## config.mk

```make
export PLATFORM = sky130hd
export DESIGN_NAME = seq_adc_reader
export DESIGN_NICKNAME = d
export VERILOG_FILES = /design/src/rtl/seq_adc_pkg.sv /design/src/rtl/adc_boot_timer.sv /design/src/rtl/adc_frame_engine.sv /design/src/rtl/adc_result_table.sv /design/src/rtl/seq_adc_reader.sv
export SDC_FILE = /design/constraint.sdc
export NUM_CORES = 1
export LEC_CHECK = 0
export BUFFER_PORTS_ARGS = -buffer_cell sky130_fd_sc_hd__buf_2
export CAP_MARGIN = 25
export CORE_AREA = 2 2 138 140
export CTS_CLUSTER_DIAMETER = 50
export DETAILED_ROUTE_END_ITERATION = 16
export DIE_AREA = 0 0 140 142
export PLACE_DENSITY = 0.54
export SETUP_SLACK_MARGIN = 0.1
export SYNTH_ARGS = -nofsm -noshare
export SYNTH_HDL_FRONTEND = slang
export SYNTH_SLANG_ARGS = --single-unit
```

## constraint.sdc

```tcl
create_clock -name clk_i -period 3 [get_ports clk_i]
set_clock_uncertainty 0.15 [all_clocks]
set_input_delay 0 -clock clk_i [delete_from_list [all_inputs] [get_ports clk_i]]
set_output_delay 0 -clock clk_i [all_outputs]
set_load 0.05 [all_outputs]
```

## src/rtl/seq_adc_pkg.sv

```systemverilog
package seq_adc_pkg;
  localparam int FRAME_W = 16;
  localparam int TAG_W   = 4;
  localparam int RES_W   = 10;
  localparam int WORD_W  = TAG_W + RES_W;

  typedef enum logic [1:0] {
    ST_IDLE  = 2'd0,
    ST_SHIFT = 2'd1,
    ST_QUIET = 2'd2
  } frame_st_e;
endpackage

```

## src/rtl/adc_boot_timer.sv

```systemverilog
module adc_boot_timer #(
  parameter int STARTUP_CYC = 50000
) (
  input  logic clk_i,
  input  logic rst_ni,
  output logic ready_o
);
  localparam int CW = $clog2(STARTUP_CYC + 1);
  localparam logic [CW-1:0] CNT_END = CW'(STARTUP_CYC);

  logic [CW-1:0] cnt_q;

  always_ff @(posedge clk_i or negedge rst_ni) begin
    if (!rst_ni)               cnt_q <= '0;
    else if (cnt_q != CNT_END) cnt_q <= cnt_q + 1'b1;
  end

  assign ready_o = (cnt_q == CNT_END);
endmodule

```

## src/rtl/adc_frame_engine.sv

```systemverilog
module adc_frame_engine
  import seq_adc_pkg::*;
#(
  parameter int CLK_DIV   = 3,
  parameter int QUIET_CYC = 5,
  parameter int N_CH      = 8
) (
  input  logic              clk_i,
  input  logic              rst_ni,
  input  logic              ready_i,
  input  logic              start_i,
  input  logic              wr_i,
  input  logic              rep_i,
  input  logic [N_CH-1:0]   mask_i,
  input  logic              pd_i,
  input  logic              dout_i,
  output logic              cs_n_o,
  output logic              sclk_o,
  output logic              din_o,
  output logic              busy_o,
  output logic              done_o,
  output logic              word_vld_o,
  output logic              word_wr_o,
  output logic [WORD_W-1:0] word_o
);
  localparam int DW = $clog2(CLK_DIV + 1);
  localparam int QW = $clog2(QUIET_CYC + 1);
  localparam logic [DW-1:0] DIV_LAST   = DW'(CLK_DIV - 1);
  localparam logic [QW-1:0] QUIET_LAST = QW'(QUIET_CYC - 1);

  frame_st_e          st_q;
  logic [DW-1:0]      div_q;
  logic [QW-1:0]      quiet_q;
  logic [3:0]         bit_q;
  logic [FRAME_W-1:0] tx_q, rx_q, ctrl_w;

  always_comb begin
    ctrl_w     = '0;
    ctrl_w[15] = wr_i;
    ctrl_w[14] = rep_i;
    for (int i = 0; i < N_CH; i++) ctrl_w[13-i] = mask_i[i];
    ctrl_w[0]  = pd_i;
  end

  always_ff @(posedge clk_i or negedge rst_ni) begin
    if (!rst_ni) begin
      st_q       <= ST_IDLE;
      div_q      <= '0;
      quiet_q    <= '0;
      bit_q      <= '0;
      tx_q       <= '0;
      rx_q       <= '0;
      cs_n_o     <= 1'b1;
      sclk_o     <= 1'b1;
      done_o     <= 1'b0;
      word_vld_o <= 1'b0;
      word_wr_o  <= 1'b0;
    end else begin
      done_o     <= 1'b0;
      word_vld_o <= 1'b0;
      unique case (st_q)
        ST_IDLE: if (start_i && ready_i) begin
          st_q      <= ST_SHIFT;
          cs_n_o    <= 1'b0;
          sclk_o    <= 1'b1;
          tx_q      <= ctrl_w;
          word_wr_o <= wr_i;
          div_q     <= '0;
          bit_q     <= '0;
        end
        ST_SHIFT: begin
          if (div_q != DIV_LAST) begin
            div_q <= div_q + 1'b1;
          end else begin
            div_q <= '0;
            if (sclk_o) begin
              // data-out still holds the bit for this edge
              sclk_o <= 1'b0;
              rx_q   <= {rx_q[FRAME_W-2:0], dout_i};
            end else begin
              sclk_o <= 1'b1;
              if (bit_q == 4'd15) begin
                st_q       <= ST_QUIET;
                cs_n_o     <= 1'b1;
                quiet_q    <= '0;
                done_o     <= 1'b1;
                word_vld_o <= 1'b1;
              end else begin
                bit_q <= bit_q + 1'b1;
                tx_q  <= {tx_q[FRAME_W-2:0], 1'b0};
              end
            end
          end
        end
        ST_QUIET: begin
          if (quiet_q == QUIET_LAST) st_q <= ST_IDLE;
          else                       quiet_q <= quiet_q + 1'b1;
        end
        default: st_q <= ST_IDLE;
      endcase
    end
  end

  assign din_o  = tx_q[FRAME_W-1];
  assign word_o = rx_q[FRAME_W-1:FRAME_W-WORD_W];
  assign busy_o = !ready_i || (st_q != ST_IDLE);
endmodule

```

## src/rtl/adc_result_table.sv

```systemverilog
module adc_result_table
  import seq_adc_pkg::*;
#(
  parameter int N_CH = 8
) (
  input  logic                  clk_i,
  input  logic                  rst_ni,
  input  logic                  word_vld_i,
  input  logic                  word_wr_i,
  input  logic [WORD_W-1:0]     word_i,
  output logic [N_CH*RES_W-1:0] data_o,
  output logic [N_CH-1:0]       valid_o
);
  logic             prev_wr_q;
  logic [TAG_W-1:0] tag;
  logic             keep;

  assign tag  = word_i[WORD_W-1 -: TAG_W];
  assign keep = word_vld_i && !word_wr_i && !prev_wr_q &&
                (word_i != '1) && ({1'b0, tag} < (TAG_W+1)'(N_CH));

  // reset counts as a preceding write: the first frame is never trusted
  always_ff @(posedge clk_i or negedge rst_ni) begin
    if (!rst_ni)         prev_wr_q <= 1'b1;
    else if (word_vld_i) prev_wr_q <= word_wr_i;
  end

  for (genvar g = 0; g < N_CH; g++) begin : g_slot
    always_ff @(posedge clk_i or negedge rst_ni) begin
      if (!rst_ni) begin
        data_o[g*RES_W +: RES_W] <= '0;
        valid_o[g]               <= 1'b0;
      end else if (keep && tag == TAG_W'(g)) begin
        data_o[g*RES_W +: RES_W] <= word_i[RES_W-1:0];
        valid_o[g]               <= 1'b1;
      end
    end
  end
endmodule

```

## src/rtl/seq_adc_reader.sv

```systemverilog
module seq_adc_reader
  import seq_adc_pkg::*;
#(
  parameter int CLK_DIV     = 3,
  parameter int QUIET_CYC   = 5,
  parameter int STARTUP_CYC = 50000,
  parameter int N_CH        = 8
) (
  input  logic                  clk_i,
  input  logic                  rst_ni,
  input  logic                  start_i,
  input  logic                  wr_i,
  input  logic                  rep_i,
  input  logic [N_CH-1:0]       mask_i,
  input  logic                  pd_i,
  output logic                  cs_n_o,
  output logic                  sclk_o,
  output logic                  din_o,
  input  logic                  dout_i,
  output logic                  busy_o,
  output logic                  done_o,
  output logic [N_CH*RES_W-1:0] res_data_o,
  output logic [N_CH-1:0]       res_valid_o
);
  logic              ready;
  logic              word_vld, word_wr;
  logic [WORD_W-1:0] word;

  adc_boot_timer #(.STARTUP_CYC(STARTUP_CYC)) u_boot (
    .clk_i(clk_i), .rst_ni(rst_ni), .ready_o(ready)
  );

  adc_frame_engine #(.CLK_DIV(CLK_DIV), .QUIET_CYC(QUIET_CYC), .N_CH(N_CH)) u_eng (
    .clk_i(clk_i), .rst_ni(rst_ni), .ready_i(ready), .start_i(start_i),
    .wr_i(wr_i), .rep_i(rep_i), .mask_i(mask_i), .pd_i(pd_i), .dout_i(dout_i),
    .cs_n_o(cs_n_o), .sclk_o(sclk_o), .din_o(din_o), .busy_o(busy_o),
    .done_o(done_o), .word_vld_o(word_vld), .word_wr_o(word_wr), .word_o(word)
  );

  adc_result_table #(.N_CH(N_CH)) u_tab (
    .clk_i(clk_i), .rst_ni(rst_ni), .word_vld_i(word_vld), .word_wr_i(word_wr),
    .word_i(word), .data_o(res_data_o), .valid_o(res_valid_o)
  );
endmodule

```

==> flow_summary.toml <==
[finish]
final_cell_mix = "dfrtp_1, buf_2, mux2_2, nand2_1, clkbuf_16"
diodes = 0
finalNetCount = 608
final_cell_area_sq_um = 7960
areaGrowthSynthToFinish_pct = 25.2
drive_gt1_share_pct = 45.1
fill_cells = 1696
final_common_cell = "dfrtp_1"

[sta]
fin_crit_sh_pct = 89.6
rsz0062_at_grt = "false"
hold_viol = 0
slew_violations = 0
slew_headroom_pct = 47.7
min_period_ns = 2.69
setup-tns-final_ns = 0
fmax_mhz = 372
worst_slew_pin_slew_ns = 0.782
setup_violations = 0

[worst_setup_path]
critPathArrivalTime_ns = 2.84
start_kind = "flip-flop"
timing.rr.end = "u_eng.tx_q[0]"
critPathCapture = "u_eng.tx_q[0]"
critical_path_peak_fanout = 7
reg2reg_depth = 7
r2r-start = "u_boot.cnt_q[0]"
crit_required_ns = 3.15
end_kind = "flip-flop"
crit_type = "flip-flop to flip-flop"
ff2ff_setup_slack_ns = 0.31
crit_start = "u_boot.cnt_q[0]"

[grt]
grt_usage_pct = 14.4
grtUsageMet3_pct = 4.71
grtUsageMet2_pct = 23.2
grt_max_degree = 74
grt_pass1_wl_microns = 22500
grt_pass1_vias = 4175
top_usage_layer = "met2"
grt-ovfl-total = 0
grtUsageMet1_pct = 18.9
antenna_found_initial = 0

[die]
initial_utilization_pct = 34.4
coreArea_sq_um = 18500
dieArea_sq_um = 19900
ios = 108
fp.dieW_microns = 140
die_h_microns = 142
rows = 50

[placed_design]
place.gp.congestion = 0.799
io_buffers = 107
postPlaceCellArea_sq_um = 7120
hpwl_microns = 9330

[route]
drt_iter0_drc = 226
routed_wl_microns = 13700
wl_per_cell_microns = 16.4
drtPass1Iterations = 14
antenna_left = 0
vias = 4002
viasPerCell = 4.79
drc = 12

[clocking]
cts.path.max_buffers = 2
cts_tree = "done"
htreeDepth = 4
cts_sinks = 152
clock_latency_ns = 0.41
root_buffer = "clkbuf_16"
cts_buffers = 17
clk_pin_slew_worst_paths_ns = 0.06

[pwr]
power.internal_mw = 3.61
pwr-share-seq_pct = 45.8
powerDensity_nw_per_um2 = 564
power_leakage_nw = 4.18
ir_drop_v = 0.000444
p_sw_share_pct = 19.6
power_frac_clock_pct = 52.3
switching_power_mw = 0.879
combPwrFrac_pct = 1.9

[synth]
syn_inst = 464
synth_edf_count = 0
synth_area_sq_um = 6350
synth_seq_cells = 152
synth_nets = 484
yosysSeqAreaShare_pct = 59.9
synthArstFlopShare_pct = 100
synth.distinct_cells = 52
ys.flop_type = "dfrtp_1"
yosysWarnings = 0
synth.avg_cell_area_sq_um = 13.7

[outcome]
outcome = "finished, violations left"
violations = "design-rule violations"

[min_path]
hold_class = "primary input to asynchronous set/reset pin"

[flow_run]
drv_cap = 0
==> layout make-up <==
type	count	area, sq um	share of cell area, %
clock inverter	11	194	2.44
multi-input combinational	277	2390	30.0
inverter	8	30.0	0.377
clock buffer	21	460	5.79
tap	234	293	3.68
sequential	152	3810	47.9
timing repair buffer	132	782	9.83
==> worst min-delay path by stage <==
| stage | from | end | slack, ns | cells past startpoint |
|---|---|---|---|---|
| finish | rst_ni | u_tab.data_o[77] | 0.02 | 2 |
| global route | rst_ni | u_tab.data_o[26] | 0.06 | 2 |
| CTS | rst_ni | u_tab.data_o[73] | 0.04 | 2 |
| detailed placement | rst_ni | u_tab.data_o[73] | -0.08 | 1 |
| global placement | rst_ni | u_tab.valid_o[7] | -0.09 | 1 |
| floorplan | rst_ni | u_boot.cnt_q[0] | -0.45 | 0 |
==> logic make-up after synthesis <==
group | after synthesis | synth area share (%)
buffers and inverters | 35 | 2.70
adder cells (fa/ha/maj) | 5 | 0.985
multiplexers | 109 | 19.7
AO/OA/AOI/OAI | 27 | 3.49
XOR/XNOR | 16 | 2.21
AND/OR/NAND/NOR | 120 | 11.0
flip-flops | 152 | 59.9
==> flip-flops by register name (all words and copies together), names as in the netlist <==
name	flops
u_eng.st_q	2
u_boot.cnt_q	16
u_eng.bit_q	4
u_eng.sclk_o	1
u_eng.done_o	1
u_tab.prev_wr_q	1
u_eng.div_q	2
u_eng.word_wr_o	1
u_tab.data_o	80
u_tab.valid_o	8
u_eng.tx_q	16
u_eng.quiet_q	3
u_eng.cs_n_o	1
u_eng.rx_q	16
==> through the flow <==
stage / cells / total power [mW] / setup slack, ns / utilization, % / hold slack (ns)
6_report: 835 / 4.49 / 0.312 / 43.1 / 0.0162
5_1_grt: 835 / 4.65 / 0.149 / 43.1 / 0.0566
4_1_cts: 834 / 4.55 / 0.264 / 43.0 / 0.0418
3_5_place_dp: 786 / 2.17 / 0.784 / 38.6 / -0.0837
3_3_place_gp: 786 / 2.16 / 0.810 / 38.6 / -0.0884
2_1_floorplan: 464 / 2.11 / 0.920 / - / -0.446
==> power by group through the flow <==
stage | combinational, mW | sequential, mW | clock [mW]
6_report | 0.0855 | 2.05 | 2.35
2_1_floorplan | 0.0106 | 2.09 | 0
3_5_place_dp | 0.0735 | 2.09 | 0
4_1_cts | 0.0899 | 2.05 | 2.41
5_1_grt | 0.0992 | 2.05 | 2.50
3_3_place_gp | 0.0719 | 2.09 | 0
==> synthesized netlist by cell type, types with 2 or more instances <==
cell type	instances	area, sq um
a21oi_1	2	10.0
a22o_1	3	26.3
a31oi_1	3	18.8
a32o_1	5	50.1
and2_1	4	25.0
and2b_1	3	22.5
and3_1	5	31.3
and4_1	2	17.5
buf_1	10	37.5
buf_2	7	35.0
buf_4	4	30.0
clkbuf_1	5	18.8
dfrtp_1	149	3730
dfstp_2	3	78.8
ha_1	5	62.6
inv_1	8	30.0
mux2_1	4	45.0
mux2_2	97	1090
mux2_4	7	105
nand2_1	42	158
nand2b_1	6	37.5
nand3_1	12	60.1
nand3b_1	4	30.0
nand4_1	5	31.3
nor2_1	12	45.0
nor3_1	2	10.0
nor3b_2	3	37.5
nor4b_1	2	17.5
nor4b_2	2	30.0
o21ai_0	6	30.0
or2_2	5	31.3
or2b_1	3	22.5
xnor2_1	13	114
xor2_1	3	26.3
==> layer usage <==
layer  share of wire (%)  vias up
li1                    -     1863
met1                  46     2034
met2                  47       95
met3                 5.9       10
met4                 1.1        0
met5                   0        -
==> critical path: stages (launching register included) <==
cell           delay (ns)
dfrtp_1              0.44
inv_1                0.08
ha_1                 0.16
nor4bb_4             0.30
and4_4               0.29
o211ai_1             0.28
a22o_1               0.32
dlygate4sd3_1        0.54
==> timing repair <==
item                                    4_1_cts  5_1_grt
resized for setup                             0        1
hold buffers                                 16        0
endpoints found under the setup margin        0        1
hold endpoints to repair                    109        0
setup buffers                                 0        1
No activity file was read; power rests on OpenSTA's default activity.
